**src/rtl/odpp_pkg.sv**
```systemverilog
package odpp_pkg;
  localparam int PIN_COUNT     = 2;
  localparam int FIELD_STRIDE  = 8;
  localparam int OFS_DIR_MASK  = 0;
  localparam int OFS_DIR       = 1;
  localparam int OFS_VAL_MASK  = 2;
  localparam int OFS_VAL       = 3;
  localparam int OFS_IN        = 4;
  localparam int OFS_PULL_MASK = 5;
  localparam int OFS_PULL      = 6;

  typedef struct packed {
    logic [PIN_COUNT-1:0] setDir;
    logic [PIN_COUNT-1:0] setVal;
    logic [PIN_COUNT-1:0] setPull;
    logic                 rdSel;
  } strobe_t;
endpackage

```
**src/rtl/odpp_ctrl.sv**
```systemverilog
module odpp_ctrl
  import odpp_pkg::*;
#(
  parameter int                ADDR_W    = 8,
  parameter logic [ADDR_W-1:0] BASE_ADDR = 8'h10
) (
  input  logic                 wrEn,
  input  logic                 rdEn,
  input  logic [ADDR_W-1:0]    addr,
  input  logic [PIN_COUNT-1:0] dirMask,
  input  logic [PIN_COUNT-1:0] valMask,
  input  logic [PIN_COUNT-1:0] pullMask,
  output strobe_t              stb
);
  logic hit;
  logic wrHit;

  assign hit   = (addr == BASE_ADDR);
  assign wrHit = wrEn & hit;

  always_comb begin
    stb.setDir  = dirMask  & {PIN_COUNT{wrHit}};
    stb.setVal  = valMask  & {PIN_COUNT{wrHit}};
    stb.setPull = pullMask & {PIN_COUNT{wrHit}};
    stb.rdSel   = rdEn & hit;
  end
endmodule

```
**src/rtl/odpp_datapath.sv**
```systemverilog
module odpp_datapath
  import odpp_pkg::*;
#(
  parameter int DATA_W      = 32,
  parameter int SYNC_STAGES = 2
) (
  input  logic                 clk,
  input  logic                 rstN,
  input  strobe_t              stb,
  input  logic [PIN_COUNT-1:0] dirIn,
  input  logic [PIN_COUNT-1:0] valIn,
  input  logic [PIN_COUNT-1:0] pullIn,
  input  logic [PIN_COUNT-1:0] padIn,
  output logic [PIN_COUNT-1:0] padOe,
  output logic [PIN_COUNT-1:0] padO,
  output logic [PIN_COUNT-1:0] pullEn,
  output logic [DATA_W-1:0]    rdData
);
  logic [PIN_COUNT-1:0]   dirQ;
  logic [PIN_COUNT-1:0]   valQ;
  logic [PIN_COUNT-1:0]   pullQ;
  logic [SYNC_STAGES-1:0] syncQ [PIN_COUNT];
  logic [PIN_COUNT-1:0]   inSync;
  logic [DATA_W-1:0]      word;

  always_ff @(posedge clk) begin
    for (int p = 0; p < PIN_COUNT; p++) begin
      if (!rstN) begin
        dirQ[p]  <= 1'b0;
        valQ[p]  <= 1'b0;
        pullQ[p] <= 1'b0;
        syncQ[p] <= '0;
      end else begin
        if (stb.setDir[p])  dirQ[p]  <= dirIn[p];
        if (stb.setVal[p])  valQ[p]  <= valIn[p];
        if (stb.setPull[p]) pullQ[p] <= pullIn[p];
        syncQ[p] <= {syncQ[p][SYNC_STAGES-2:0], padIn[p]};
      end
    end
  end

  for (genvar p = 0; p < PIN_COUNT; p++) begin : g_pin
    assign inSync[p] = syncQ[p][SYNC_STAGES-1];
  end

  always_comb begin
    word = '0;
    for (int p = 0; p < PIN_COUNT; p++) begin
      word[p*FIELD_STRIDE + OFS_DIR]  = dirQ[p];
      word[p*FIELD_STRIDE + OFS_VAL]  = valQ[p];
      word[p*FIELD_STRIDE + OFS_IN]   = inSync[p];
      word[p*FIELD_STRIDE + OFS_PULL] = pullQ[p];
    end
  end

  assign rdData = stb.rdSel ? word : '0;
  assign padOe  = dirQ;
  assign padO   = valQ;
  assign pullEn = ~pullQ;
endmodule

```
**src/rtl/odPinPairReg.sv**
```systemverilog
module odPinPairReg
  import odpp_pkg::*;
#(
  parameter int                ADDR_W      = 8,
  parameter int                DATA_W      = 32,
  parameter logic [ADDR_W-1:0] BASE_ADDR   = 8'h10,
  parameter int                SYNC_STAGES = 2
) (
  input  logic              clk,
  input  logic              rstN,
  input  logic              wrEn,
  input  logic              rdEn,
  input  logic [ADDR_W-1:0] addr,
  input  logic [DATA_W-1:0] wrData,
  output logic [DATA_W-1:0] rdData,
  input  logic              sclIn,
  input  logic              sdaIn,
  output logic              sclOe,
  output logic              sclO,
  output logic              sclPullEn,
  output logic              sdaOe,
  output logic              sdaO,
  output logic              sdaPullEn
);
  localparam int USED_W = PIN_COUNT * FIELD_STRIDE;

  logic [PIN_COUNT-1:0] dirMask, valMask, pullMask;
  logic [PIN_COUNT-1:0] dirIn, valIn, pullIn;
  logic [PIN_COUNT-1:0] padOe, padO, pullEn;
  logic [DATA_W-1:0]    unusedWr;
  strobe_t              stb;

  for (genvar p = 0; p < PIN_COUNT; p++) begin : g_split
    assign dirMask[p]  = wrData[p*FIELD_STRIDE + OFS_DIR_MASK];
    assign valMask[p]  = wrData[p*FIELD_STRIDE + OFS_VAL_MASK];
    assign pullMask[p] = wrData[p*FIELD_STRIDE + OFS_PULL_MASK];
    assign dirIn[p]    = wrData[p*FIELD_STRIDE + OFS_DIR];
    assign valIn[p]    = wrData[p*FIELD_STRIDE + OFS_VAL];
    assign pullIn[p]   = wrData[p*FIELD_STRIDE + OFS_PULL];
  end
  assign unusedWr = wrData;

  odpp_ctrl #(.ADDR_W(ADDR_W), .BASE_ADDR(BASE_ADDR)) uCtrl (
    .wrEn(wrEn), .rdEn(rdEn), .addr(addr),
    .dirMask(dirMask), .valMask(valMask), .pullMask(pullMask),
    .stb(stb)
  );

  odpp_datapath #(.DATA_W(DATA_W), .SYNC_STAGES(SYNC_STAGES)) uData (
    .clk(clk), .rstN(rstN), .stb(stb),
    .dirIn(dirIn), .valIn(valIn), .pullIn(pullIn),
    .padIn({sdaIn, sclIn}),
    .padOe(padOe), .padO(padO), .pullEn(pullEn),
    .rdData(rdData)
  );

  assign sclOe     = padOe[0];
  assign sclO      = padO[0];
  assign sclPullEn = pullEn[0];
  assign sdaOe     = padOe[1];
  assign sdaO      = padO[1];
  assign sdaPullEn = pullEn[1];
endmodule

```
**config.mk**
```make
export PLATFORM = sky130hd
export DESIGN_NAME = odPinPairReg
export DESIGN_NICKNAME = d
export VERILOG_FILES = /design/src/rtl/odpp_pkg.sv /design/src/rtl/odpp_ctrl.sv /design/src/rtl/odpp_datapath.sv /design/src/rtl/odPinPairReg.sv
export SDC_FILE = /design/constraint.sdc
export NUM_CORES = 1
export LEC_CHECK = 0
export ABC_CLOCK_PERIOD_IN_PS = 800
export BUFFER_PORTS_ARGS = -buffer_cell sky130_fd_sc_hd__clkbuf_2
export CAP_MARGIN = 20
export CORE_MARGIN = 1.5
export CORE_UTILIZATION = 29
export CTS_BUF_LIST = sky130_fd_sc_hd__clkbuf_8
export DETAILED_ROUTE_END_ITERATION = 16
export GPL_TIMING_DRIVEN = 0
export PLACE_DENSITY = 0.77
export SLEW_MARGIN = 5
export SYNTH_ARGS = -nofsm -noshare
export SYNTH_HDL_FRONTEND = slang
export SYNTH_SLANG_ARGS = --single-unit
```
**constraint.sdc**
```tcl
create_clock -name clk -period 0.8 [get_ports clk]
set_input_delay 0.04 -clock clk [delete_from_list [all_inputs] [get_ports clk]]
set_output_delay 0.04 -clock clk [all_outputs]
set_load 0.01 [all_outputs]
```
==> impl_metrics.env <==
export IMPL_p_total_mw=1.40
export IMPL_fin_skew_ns=0.000155
export IMPL_setup_viol=8
export IMPL_max_freq_mhz=1000
export IMPL_cts_root_buffer="clkbuf_8"
export IMPL_required_ns=0.76
export IMPL_power_density_nw_per_um2=1210
export IMPL_power_leakage_nw=0.660
export IMPL_final_common_cell="clkbuf_2"
export IMPL_pwr_share_clk_pct=44.6
export IMPL_diodes=0
export IMPL_finalHoldViolCount=0
export IMPL_routabilityCongestion=0.715
export IMPL_die_x_um=51.0
export IMPL_drv_slew=0
export IMPL_timing_rr_start="uData.pullQ[0]"
export IMPL_dr_pass1_iters=2
export IMPL_r2r_end="uData.pullQ[0]"
export IMPL_startpoint_type="primary input"
export IMPL_wl_per_cell_um=9.30
export IMPL_p_seq_share_pct=36.4
export IMPL_final_area_um2=1160
export IMPL_synth_area_um2=667
export IMPL_rsz0062_at_grt="yes"
export IMPL_switching_share_pct=22.8
export IMPL_layout_drive_gt1_share_pct=59.2
export IMPL_grt_pass1_wl_mm=2.56
export IMPL_ys_warn_count=0
export IMPL_final_cell_mix="29 x clkbuf_2, 28 x buf_4, 24 x conb_1"
export IMPL_worstPathArrival_ns=0.96
export IMPL_hp_start="sclIn"
export IMPL_cp_common_cell="buf_6"
export IMPL_vias=702
export IMPL_syn_inst=77
export IMPL_cts_clk_slew_worst_paths_ns=0.05
export IMPL_period_needed_ns=0.995
export IMPL_totalWireLength_mm=1.63
export IMPL_rr_worst_depth=3
export IMPL_finalCritPeriodShare_pct=124
export IMPL_placedInstanceArea_um2=983
export IMPL_violations="negative setup slack"
export IMPL_seq_area_frac_synth_pct=30.0
export IMPL_ys_ff_latch=10
export IMPL_drcViolationCount=0
export IMPL_cts_sinks=10
export IMPL_grt_max_degree=11
export IMPL_wl_met3_um=162
export IMPL_maxCapViolations=0
export IMPL_die_h_um=51.0
export IMPL_ios=84
export IMPL_dr_wl_met2_um=900
export IMPL_wl_met1_um=560
export IMPL_antenna_found_initial=0
export IMPL_nets=194
export IMPL_fp_coreArea_um2=2190
export IMPL_first_global_vias=621
export IMPL_synth_cell_types=13
export IMPL_whs_ns=0.00392
export IMPL_cp_endpoint="rdData[3]"
export IMPL_placementRows=17
export IMPL_fill_cells=216
export IMPL_cts_path_max_buffers=2
export IMPL_grt_total_usage_pct=13.0
export IMPL_max_stage_delay_ns=0.29
export IMPL_end_kind="primary output"
export IMPL_combPwrFrac_pct=19.0
export IMPL_tritoncts="built"
export IMPL_die_area_um2=2600
export IMPL_worst_slack_ns=-0.195
export IMPL_r2r_setup_slack_ns=0.12
export IMPL_critPathBufInv=2
export IMPL_postRouteAntennaNets=0
export IMPL_internal_power_mw=1.08
export IMPL_path_class="in -> out"
export IMPL_synth_avg_cell_area_um2=8.66
export IMPL_dpl_hpwl_mm=1.29
export IMPL_portBuffers=39
export IMPL_clk_latency_ns=0.23
export IMPL_crit_family="simple AND/OR/NAND/NOR gates"
export IMPL_status="finished, violations left"
export IMPL_ir_worst_vdd_mv=1.10
export IMPL_fin_util_pct=52.9
export IMPL_cp_startpoint="addr[5]"
export IMPL_path_cells="buf_6 -> nor4b_4 -> and2_4 -> and3_4 -> buf_6"
export IMPL_overflow=0
export IMPL_htreeDepth=1
export IMPL_drt_initial_drc_count=7
export IMPL_topRoutingLayerUsed="met4"
export IMPL_numCtsBuffers=3
export IMPL_area_delta_synth_final_pct=73.9
export IMPL_switchingPower_uw=319
export IMPL_via_per_inst=4.01
export IMPL_worst_path_stages=5
export IMPL_hp_class="in -> reg"
export IMPL_cpMaxStageDelayCell="nor4b_4"
export IMPL_cts_hold_fix_buffers=0
export IMPL_crit_fanout=8
export IMPL_initial_core_util_pct=30.4
[flip-flops by register name, summed over array words and instances, names as in the netlist]
signal,flops
uData.padOe,2
uData.padO,2
uData.syncQ,4
uData.pullQ,2
[cell families after synthesis]
| group | after synthesis | synth area share [%] |
|---|---|---|
| buffers and inverters | 27 | 28.7 |
| DFF | 10 | 30.0 |
| muxes | 6 | 9.01 |
| other | 1 | 0.562 |
| and+or+nand+nor | 33 | 31.7 |
[power groups by stage]
stage	sequential, mW	clock, mW	combinational [mW]
after floorplan	0.520	0	0.166
after global placement	0.520	0	0.244
after detailed placement	0.520	0	0.250
after CTS	0.511	0.631	0.256
after global routing	0.511	0.662	0.294
final	0.511	0.625	0.266
[what timing repair did]
action	CTS	global route
setup buffers	2	3
gates resized for setup	3	27
pin swaps	4	10
endpoints found under the setup margin	12	17
[per-stage QoR]
stage | setup TNS (ns) | std cells | worst slack (ns)
2_1_floorplan | -0.671 | 100 | -0.0767
3_3_place_gp | -3.72 | 167 | -0.342
3_5_place_dp | -4.45 | 167 | -0.393
4_1_cts | -1.63 | 173 | -0.213
5_1_grt | -1.88 | 175 | -0.234
6_report | -1.54 | 175 | -0.195
[routing by layer]
metal | vias up | track usage, %
met5 | - | 0
met4 | 0 | 4.05
met3 | 2 | 3.51
met2 | 44 | 25.5
met1 | 307 | 12.9
li1 | 349 | -
[area by class of cell]
| class | count | area [um^2] | share of cell area (%) |
|---|---|---|---|
| flip-flops and latches | 10 | 206 | 17.8 |
| repair buffers | 43 | 275 | 23.7 |
| clock buffers | 4 | 55.1 | 4.75 |
| plain buffers | 25 | 184 | 15.9 |
| well taps | 28 | 35.0 | 3.02 |
| multi-input cells | 63 | 397 | 34.2 |
| inverters | 2 | 7.51 | 0.647 |
[cell usage after synthesis]
cell      instances  area share, %
and3_1            8            7.5
conb_1            1           0.56
inv_1             2            1.1
clkbuf_1          1           0.56
dfxtp_1          10             30
nand4_1           6            5.6
nor4_4            1            3.2
nand2_1          12            6.8
and2_1            4            3.8
buf_4            24             27
mux2i_1           6            9.0
and2_4            1            1.3
nor4b_4           1            3.6
[worst min path at each step]
stage | to | cells after the start
floorplan | uData.syncQ[0][0] | 1
global placement | uData.syncQ[0][0] | 2
detailed placement | uData.syncQ[0][0] | 2
CTS | uData.syncQ[0][0] | 2
global route | uData.syncQ[1][0] | 2
finish | uData.syncQ[0][0] | 2
[worst register-to-register path, stage by stage, from the launching register on]
cell     delay (ns)
dfxtp_2        0.34
buf_4          0.10
nand2_1        0.04
mux2i_1        0.12
(Power assumes the default switching activity.)
